File: config.mk
export PLATFORM = sky130hd
export DESIGN_NAME = dbg_bank_mux
export DESIGN_NICKNAME = d
export VERILOG_FILES = /design/src/rtl/dbg_mux_pkg.sv /design/src/rtl/dbg_ctrl_sync.sv /design/src/rtl/dbg_mode_fsm.sv /design/src/rtl/dbg_out_pipe.sv /design/src/rtl/dbg_bank_mux.sv
export SDC_FILE = /design/constraint.sdc
export NUM_CORES = 1
export LEC_CHECK = 0
export CORE_MARGIN = 5
export CORE_UTILIZATION = 49
export DETAILED_ROUTE_END_ITERATION = 10
export PLACE_DENSITY = 0.84
export SYNTH_ARGS = -nofsm -noshare
export SYNTH_HDL_FRONTEND = slang
export SYNTH_SLANG_ARGS = --single-unit
File: constraint.sdc
create_clock -name clk -period 2.2 [get_ports clk]
set_input_delay 0.55 -clock clk [delete_from_list [all_inputs] [get_ports clk]]
set_output_delay 0.55 -clock clk [all_outputs]
set_load 0.01 [all_outputs]
File: src/rtl/dbg_mux_pkg.sv
package dbg_mux_pkg;

    // Width of the control select field (covers up to 64 groups)
    localparam int SEL_BITS = 6;

    typedef enum logic [1:0] {
        ST_OBSERVE = 2'd0,
        ST_TRAIN   = 2'd1,
        ST_INVALID = 2'd2
    } mode_e;

endpackage

File: src/rtl/dbg_ctrl_sync.sv
// Holds a written control value and hands it to the design clock domain
// through a toggle that passes a two-flop synchronizer.
module dbg_ctrl_sync
    import dbg_mux_pkg::*;
(
    input  logic                clk,
    input  logic                rst_n,
    input  logic                wr_i,
    input  logic [SEL_BITS-1:0] sel_i,
    input  logic                train_i,
    output logic                apply_o,
    output logic [SEL_BITS-1:0] sel_o,
    output logic                train_o
);

    logic [SEL_BITS-1:0] hold_sel;
    logic                hold_train;
    logic                req_tog;
    logic                sync_a;
    logic                sync_b;
    logic                sync_c;

    // Hold register: written by the control side, then kept stable
    always_ff @(posedge clk or negedge rst_n) begin
        if (!rst_n) begin
            hold_sel   <= '0;
            hold_train <= 1'b0;
            req_tog    <= 1'b0;
        end else if (wr_i) begin
            hold_sel   <= sel_i;
            hold_train <= train_i;
            req_tog    <= ~req_tog;
        end
    end

    // Resynchronizer and edge detector
    always_ff @(posedge clk or negedge rst_n) begin
        if (!rst_n) begin
            sync_a <= 1'b0;
            sync_b <= 1'b0;
            sync_c <= 1'b0;
        end else begin
            sync_a <= req_tog;
            sync_b <= sync_a;
            sync_c <= sync_b;
        end
    end

    assign apply_o = sync_b ^ sync_c;
    assign sel_o   = hold_sel;
    assign train_o = hold_train;

    // a single write produces a single apply pulse
    a_r2_apply_single: assert property (@(posedge clk) disable iff (!rst_n)
        apply_o |=> !apply_o);

endmodule

File: src/rtl/dbg_mode_fsm.sv
// Mode machine: observe / train / invalid, sticky error, pin-walk generator.
module dbg_mode_fsm
    import dbg_mux_pkg::*;
#(
    parameter int NUM_BANKS = 4,
    parameter int BANK_W    = 16,
    parameter int DWELL     = 16
) (
    input  logic                clk,
    input  logic                rst_n,
    input  logic                apply_i,
    input  logic [SEL_BITS-1:0] req_sel_i,
    input  logic                req_train_i,
    output mode_e               state_o,
    output logic [SEL_BITS-1:0] act_sel_o,
    output logic                err_o,
    output logic [BANK_W-1:0]   train_word_o
);

    localparam int PIN_W = (BANK_W > 1) ? $clog2(BANK_W) : 1;
    localparam int CNT_W = (DWELL > 1) ? $clog2(DWELL) : 1;
    localparam logic [PIN_W-1:0] LAST_PIN  = PIN_W'(BANK_W - 1);
    localparam logic [CNT_W-1:0] LAST_CNT  = CNT_W'(DWELL - 1);
    localparam logic [SEL_BITS:0] BANK_LIM = (SEL_BITS+1)'(NUM_BANKS);

    mode_e            state_q;
    mode_e            state_d;
    logic             sel_ok;
    logic [PIN_W-1:0] pin_q;
    logic [CNT_W-1:0] cnt_q;
    logic             phase_q;

    assign sel_ok = ({1'b0, req_sel_i} < BANK_LIM);

    // Next-state logic
    always_comb begin
        state_d = state_q;
        if (apply_i) begin
            if (req_train_i)
                state_d = ST_TRAIN;
            else if (sel_ok)
                state_d = ST_OBSERVE;
            else
                state_d = ST_INVALID;
        end
    end

    // State register
    always_ff @(posedge clk or negedge rst_n) begin
        if (!rst_n)
            state_q <= ST_OBSERVE;
        else
            state_q <= state_d;
    end

    // Selection and sticky error
    always_ff @(posedge clk or negedge rst_n) begin
        if (!rst_n) begin
            act_sel_o <= '0;
            err_o     <= 1'b0;
        end else if (apply_i && !req_train_i) begin
            act_sel_o <= req_sel_i;
            if (!sel_ok)
                err_o <= 1'b1;
        end
    end

    // Pin walk counters
    always_ff @(posedge clk or negedge rst_n) begin
        if (!rst_n) begin
            pin_q   <= '0;
            cnt_q   <= '0;
            phase_q <= 1'b1;
        end else if (apply_i && req_train_i) begin
            pin_q   <= '0;
            cnt_q   <= '0;
            phase_q <= 1'b1;
        end else if (state_q == ST_TRAIN) begin
            phase_q <= ~phase_q;
            if (cnt_q == LAST_CNT) begin
                cnt_q <= '0;
                pin_q <= (pin_q == LAST_PIN) ? '0 : pin_q + 1'b1;
            end else begin
                cnt_q <= cnt_q + 1'b1;
            end
        end
    end

    // Output process
    always_comb begin
        train_word_o = '0;
        unique case (state_q)
            ST_TRAIN:   train_word_o[pin_q] = phase_q;
            ST_OBSERVE: train_word_o = '0;
            ST_INVALID: train_word_o = '0;
            default:    train_word_o = '0;
        endcase
    end

    assign state_o = state_q;

    // at most one pin is driven during training
    a_r5_single_pin: assert property (@(posedge clk) disable iff (!rst_n)
        $onehot0(train_word_o));
    // the walk index never leaves the pin range
    a_r6_pin_range: assert property (@(posedge clk) disable iff (!rst_n)
        ({1'b0, pin_q} <= {1'b0, LAST_PIN}));
    // the error flag never falls outside reset
    a_r4_err_sticky: assert property (@(posedge clk) disable iff (!rst_n)
        err_o |=> err_o);

endmodule

File: src/rtl/dbg_out_pipe.sv
// Output register chain, or a bypass for the timing variant.
module dbg_out_pipe #(
    parameter int WIDTH  = 16,
    parameter int DEPTH  = 3,
    parameter bit BYPASS = 1'b0
) (
    input  logic             clk,
    input  logic             rst_n,
    input  logic [WIDTH-1:0] d_i,
    output logic [WIDTH-1:0] q_o
);

    generate
        if (BYPASS || DEPTH < 1) begin : g_bypass
            assign q_o = d_i;
        end else begin : g_pipe
            logic [WIDTH-1:0] stage_q [DEPTH];
            for (genvar s = 0; s < DEPTH; s++) begin : g_stage
                always_ff @(posedge clk or negedge rst_n) begin
                    if (!rst_n)
                        stage_q[s] <= '0;
                    else if (s == 0)
                        stage_q[s] <= d_i;
                    else
                        stage_q[s] <= stage_q[(s == 0) ? 0 : s - 1];
                end
            end
            assign q_o = stage_q[DEPTH-1];
        end
    endgenerate

endmodule

File: src/rtl/dbg_bank_mux.sv
module dbg_bank_mux
    import dbg_mux_pkg::*;
#(
    parameter int NUM_BANKS  = 4,
    parameter int BANK_W     = 16,
    parameter int PIPE_DEPTH = 3,
    parameter int DWELL      = 16,
    parameter bit ASYNC_MODE = 1'b0
) (
    input  logic                        clk,
    input  logic                        rst_n,
    input  logic [NUM_BANKS*BANK_W-1:0] bank_data_i,
    input  logic                        ctrl_wr_i,
    input  logic [5:0]                  ctrl_sel_i,
    input  logic                        ctrl_train_i,
    output logic [BANK_W-1:0]           dbg_data_o,
    output logic                        dbg_clk_o,
    output logic [5:0]                  rb_sel_o,
    output logic [6:0]                  rb_banks_o,
    output logic [7:0]                  rb_width_o,
    output logic                        rb_train_o,
    output logic                        rb_err_o
);

    logic                apply;
    logic [SEL_BITS-1:0] req_sel;
    logic                req_train;
    mode_e               state;
    logic [SEL_BITS-1:0] act_sel;
    logic                err;
    logic [BANK_W-1:0]   train_word;
    logic [BANK_W-1:0]   pick_word;

    dbg_ctrl_sync u_sync (
        .clk     (clk),
        .rst_n   (rst_n),
        .wr_i    (ctrl_wr_i),
        .sel_i   (ctrl_sel_i),
        .train_i (ctrl_train_i),
        .apply_o (apply),
        .sel_o   (req_sel),
        .train_o (req_train)
    );

    dbg_mode_fsm #(
        .NUM_BANKS (NUM_BANKS),
        .BANK_W    (BANK_W),
        .DWELL     (DWELL)
    ) u_fsm (
        .clk          (clk),
        .rst_n        (rst_n),
        .apply_i      (apply),
        .req_sel_i    (req_sel),
        .req_train_i  (req_train),
        .state_o      (state),
        .act_sel_o    (act_sel),
        .err_o        (err),
        .train_word_o (train_word)
    );

    // Group selector: one whole group, training word, or zeros
    always_comb begin
        pick_word = '0;
        unique case (state)
            ST_OBSERVE: begin
                for (int b = 0; b < NUM_BANKS; b++) begin
                    if (act_sel == SEL_BITS'(b))
                        pick_word = bank_data_i[b*BANK_W +: BANK_W];
                end
            end
            ST_TRAIN:   pick_word = train_word;
            ST_INVALID: pick_word = '0;
            default:    pick_word = '0;
        endcase
    end

    dbg_out_pipe #(
        .WIDTH  (BANK_W),
        .DEPTH  (PIPE_DEPTH),
        .BYPASS (ASYNC_MODE)
    ) u_pipe (
        .clk   (clk),
        .rst_n (rst_n),
        .d_i   (pick_word),
        .q_o   (dbg_data_o)
    );

    assign dbg_clk_o  = clk;
    assign rb_sel_o   = act_sel;
    assign rb_banks_o = 7'(NUM_BANKS);
    assign rb_width_o = 8'(BANK_W);
    assign rb_train_o = (state == ST_TRAIN);
    assign rb_err_o   = err;

    // the invalid state always comes with the error flag
    a_r3_invalid_flags: assert property (@(posedge clk) disable iff (!rst_n)
        (state == ST_INVALID) |-> err);
    // the training read-back rises only after an apply
    a_r8_train_on_apply: assert property (@(posedge clk) disable iff (!rst_n)
        $rose(rb_train_o) |-> $past(apply));

endmodule

# Word-level counts from Yosys, hierarchy flattened
# Index checks and enable logic that the tools add are counted.
# classes
muxes,18
bitwise_logic,5
n_addsub,2
eq_ne,6
magnitude_cmp,3
reduce_logical,10
# op_table
operator,n
$mux 16,4
$pmux 16 s2,1
$mux 4,7
$and 16x16->16,1
$eq 6x2->1 const B,2
$add 4x1->4 const B,2
$eq 4x4->1 const B,2
$eq 6x1->1 const B,1
$logic_not 6->1,1
$lt 6x3->1 const B,1
$lt 4x5->1 const B,1
$demux 1 s4,1
$ge 4x1->1 const B,1
$mux 2,2
$reduce_and 2->1,2
$reduce_bool 2->1,2
$logic_and 1x1->1,3
$mux 1,3
$not 1->1,3
$eq 2x1->1 const B,1
$logic_not 2->1,1
$logic_not 1->1,1
$xor 1x1->1,1
# word_totals
in_bits,74
reg_bits,77
wordCells,59
output_inout_bits,40

# Logic depth before layout (Yosys ltp)
# depth
word_depth,6
mapped_depth,5
ltp_nobuf,5

# Modules after synthesis
# From an unflattened synthesis, not the netlist that was laid out.
# unflattened
cells_unflattened,252
hier_area_um2,3449.6
# by_module_without_submodules
module,instances,area_each_um2,seq_area_each_um2,cells_per_inst
dbg_out_pipe,1,1321.3,1201.2,64
dbg_mode_fsm,1,969.7,451.7,106
dbg_bank_mux,1,749.5,0.0,61
dbg_ctrl_sync,1,409.1,275.3,21

==> summary.md <==
| Metric | Value |
|---|---|
| DIE AREA | `8850 sq um` |
| Register area share after synthesis | `0.557` |
| Chip width | `94.1 microns` |
| XOR/XNOR Fraction of Synth Area | `0.0101` |
| Syn avg cell area | `12.4 sq um` |
| Compound-Gate Fraction of Synth Area | `0.119` |
| CTS tree | `built` |
| Yosys top cell area share | `0.549` |
| Worst Slack Setup Final | `0.0535 ns` |
| Leakage | `2.09 nW` |
| DRC | `0` |
| Met2 wire length | `3490 microns` |
| Worst-path clk slew | `0.08 ns` |
| Fraction of registers with async set/reset | `1.00` |
| Mapped Area | `3460 sq um` |
| Top cells by count, synth | `dfrtp_1 (76), buf_4 (34), nor2b_1 (15), nand3_1 (14)` |
| PD cells | `1020 nW/um^2` |
| Row Count | `30` |
| Post-CTS setup buffers | `0` |
| Vias per cell | `5.07` |
| Antenna diodes | `0` |
| Slowest CP cell | `dlygate4sd2_1` |
| DRT antenna net count | `0` |
| Setup Viol. Count Final | `0` |
| Layout Skew | `0.00477 ns` |
| First-pass DRT Iterations | `4` |
| Maximum VDD drop | `0.000695 V` |
| Initial DRC Count | `83` |
| Hold WC Path Type | `primary input to asynchronous set/reset pin` |
| Highest routed layer | `met4` |
| Outcome | `complete, no violations` |
| Crit path kind | `clock port to primary output` |
| Clock latency on the worst-skew pair | `0.45 ns` |
| Slew headroom | `0.524` |
| Met3 wire length | `580 microns` |
| Critical Path Max Stage Delay | `0.27 ns` |
| Most frequent cell after synthesis | `dfrtp_1` |
| Detailed placement HPWL | `5390 microns` |
| Largest net degree at the start of global routing | `44` |
| Most frequent CP cell | `clkbuf_8` |
| Arr. time, crit path | `1.60 ns` |
| Worst-path fanout max | `2` |
| Startpoint Class | `clock port` |
| Crit-path cells | `clkbuf_8, clkbuf_8, dlygate4sd2_1` |
| Core Box Area | `6830 sq um` |
| MaxCap Viol Count | `0` |
| Synth area leader | `dfrtp_1` |
| Area grow syn2layout | `33.0%` |
| Synth Register Bits | `77` |
| Vias in the first global route | `2487` |
| Unrepaired setup endpoints after global routing | `no` |
| Post-Route Setup TNS | `0 ns` |
| Final slew viol count | `0` |
| First-pass GRT wire length | `11900 microns` |
| Die height | `94.1 microns` |
| Synth warnings | `0` |
| Required time worst endpoint | `1.65 ns` |
| Post-synthesis mux area share | `0.0900` |
| Adder-cell share of the synthesized area | `0.0181` |
| Initial antenna violation count | `0` |
| Port Buffer Count | `98` |
| Main synth FF type | `dfrtp_1` |
| Worst-Margin Slew | `0.712 ns` |
| Layout Nets | `445` |
| Gr usage total | `0.175` |
| Synth area leaders | `dfrtp_1 (55%), buf_4 (7.4%), mux2_2 (3.6%), mux2i_1 (3.5%), a211o_1 (3.0%)` |
| Starting density of the core | `0.507` |
| Largest family of logic cells by synthesized area | `compound AO/OA/AOI/OAI gates` |
| Vias | `2369` |
| Total Wirelength | `7140 microns` |
| Levels on crit path | `3` |
| Hold Vio Cnt, Final | `0` |
| RD Place Congestion | `0.842` |
| Worst slack, placed | `0.101 ns` |
| Share of cells above drive strength 1 | `0.137` |
| IO Count | `114` |
| Largest delay share family, worst path | `buffers and inverters` |
| R2r worst-path depth | `3` |
| Global route overflow | `0` |
| CP Buf/Inv Count | `3` |
| Simple-Gate Fraction of Synth Area | `0.107` |
| Cells after synthesis | `280` |
| Worst Setup End Kind | `primary output` |
| Routed WL per cell | `15.3 microns` |
| Wl on met1 | `2940 microns` |
| Post-synth EDFFs | `0` |
| Synth cell types | `45` |
sequential cells by signal, indices dropped and copies added, names as in the netlist:
name / count
u_pipe.g_pipe.stage_q: 32
u_pipe.q_o: 16
u_fsm.act_sel_o: 6
u_sync.sel_o: 6
u_fsm.cnt_q: 4
u_fsm.pin_q: 4
u_fsm.state_o: 2
u_fsm.err_o: 1
u_fsm.phase_q: 1
u_sync.req_tog: 1
u_sync.sync_a: 1
u_sync.sync_b: 1
u_sync.sync_c: 1
u_sync.train_o: 1
cell families after synthesis:
family	after synthesis
compound gates	52
xor+xnor	4
fa+ha+maj	5
buf+inv	48
flops	77
mux	29
other cells	2
simple gates	63
worst reg2reg max path: cells and delay by family, from the launching register on:
family / cells / cell delay, ns
xor+xnor: 1 / 0.21
flops: 1 / 0.39
simple gates: 2 / 0.75
routing by layer:
layer	vias up	GRT usage
li1	1135	-
met1	1118	0.224
met2	103	0.271
met3	13	0.0633
met4	0	0.0710
met5	-	0
final cells by class:
| class | instances | area (sq um) |
|---|---|---|
| inverters | 4 | 17.5 |
| clock inverters | 7 | 78.8 |
| multi-input cells | 168 | 1250 |
| flip-flops and latches | 77 | 1930 |
| fillers | 521 | 2230 |
| clock buffers | 13 | 174 |
| well taps | 96 | 120 |
| repair buffers | 102 | 1030 |
repair_timing:
item / CTS / global route
endpoints found under the setup margin: 2 / 0
resized for setup: 5 / 0
hold buffers: 0 / 0
endpoints found under the hold margin: 0 / 0
path summary, 6_finish.rpt:
check | startpoint | end | slack (ns)
max in group asynchronous | rst_n | u_fsm.act_sel_o[3]$_DFFE_PN0P_ | 1.57
worst min-delay path | rst_n | u_fsm.pin_q[0]$_DFFE_PN0P_ | 0.06
worst max register to register | u_sync.sync_b$_DFF_PN0_ | u_fsm.pin_q[3]$_DFFE_PN0P_ | 0.71
worst min register to register | u_pipe.g_pipe.stage_q[32]$_DFF_PN0_ | u_pipe.g_pipe.stage_q[16]$_DFF_PN0_ | 0.35
min in group clk | u_pipe.g_pipe.stage_q[32]$_DFF_PN0_ | u_pipe.g_pipe.stage_q[16]$_DFF_PN0_ | 0.35
worst max-delay path | clk | dbg_clk_o | 0.05
cells in the final DEF, fill, tap and decap left out, drive strengths merged, types with 2 or more instances in the layout:
cell type / n
clkdlybuf4s50: 95
dfrtp: 76
mux2: 17
nor2b: 15
conb: 15
nand3: 14
a211o: 12
mux2i: 12
clkbuf: 12
a32o: 12
nand2: 8
a21oi: 8
inv: 8
buf: 6
and3: 5
ha: 5
o21ai: 5
o22ai: 4
o211ai: 4
nor2: 4
nand2b: 3
nor4: 3
o2bb2ai: 2
xnor2: 2
nor3: 2
a21o: 2
xor2: 2
nand3b: 2
or3: 2
dlygate4sd2: 2
and2: 2
clkinv: 2
power by group:
group / switching, mW / internal (mW)
Clock: 0.578 / 0.673
Sequential: 0.176 / 1.69
Combinational: 0.797 / 0.780
per-stage QoR:
step	hold WS, ns	utilization	instances	power [mW]	cell area [sq um]
floorplan	0.254	-	293	2.97	3510
global placement	0.331	0.637	448	3.48	4350
detailed placement	0.335	0.637	448	3.52	4350
CTS	0.0794	0.674	467	4.75	4600
global route	0.0903	0.674	467	4.98	4600
finish	0.0637	0.674	467	4.69	4600
No activity file was read; power rests on OpenSTA's default activity.
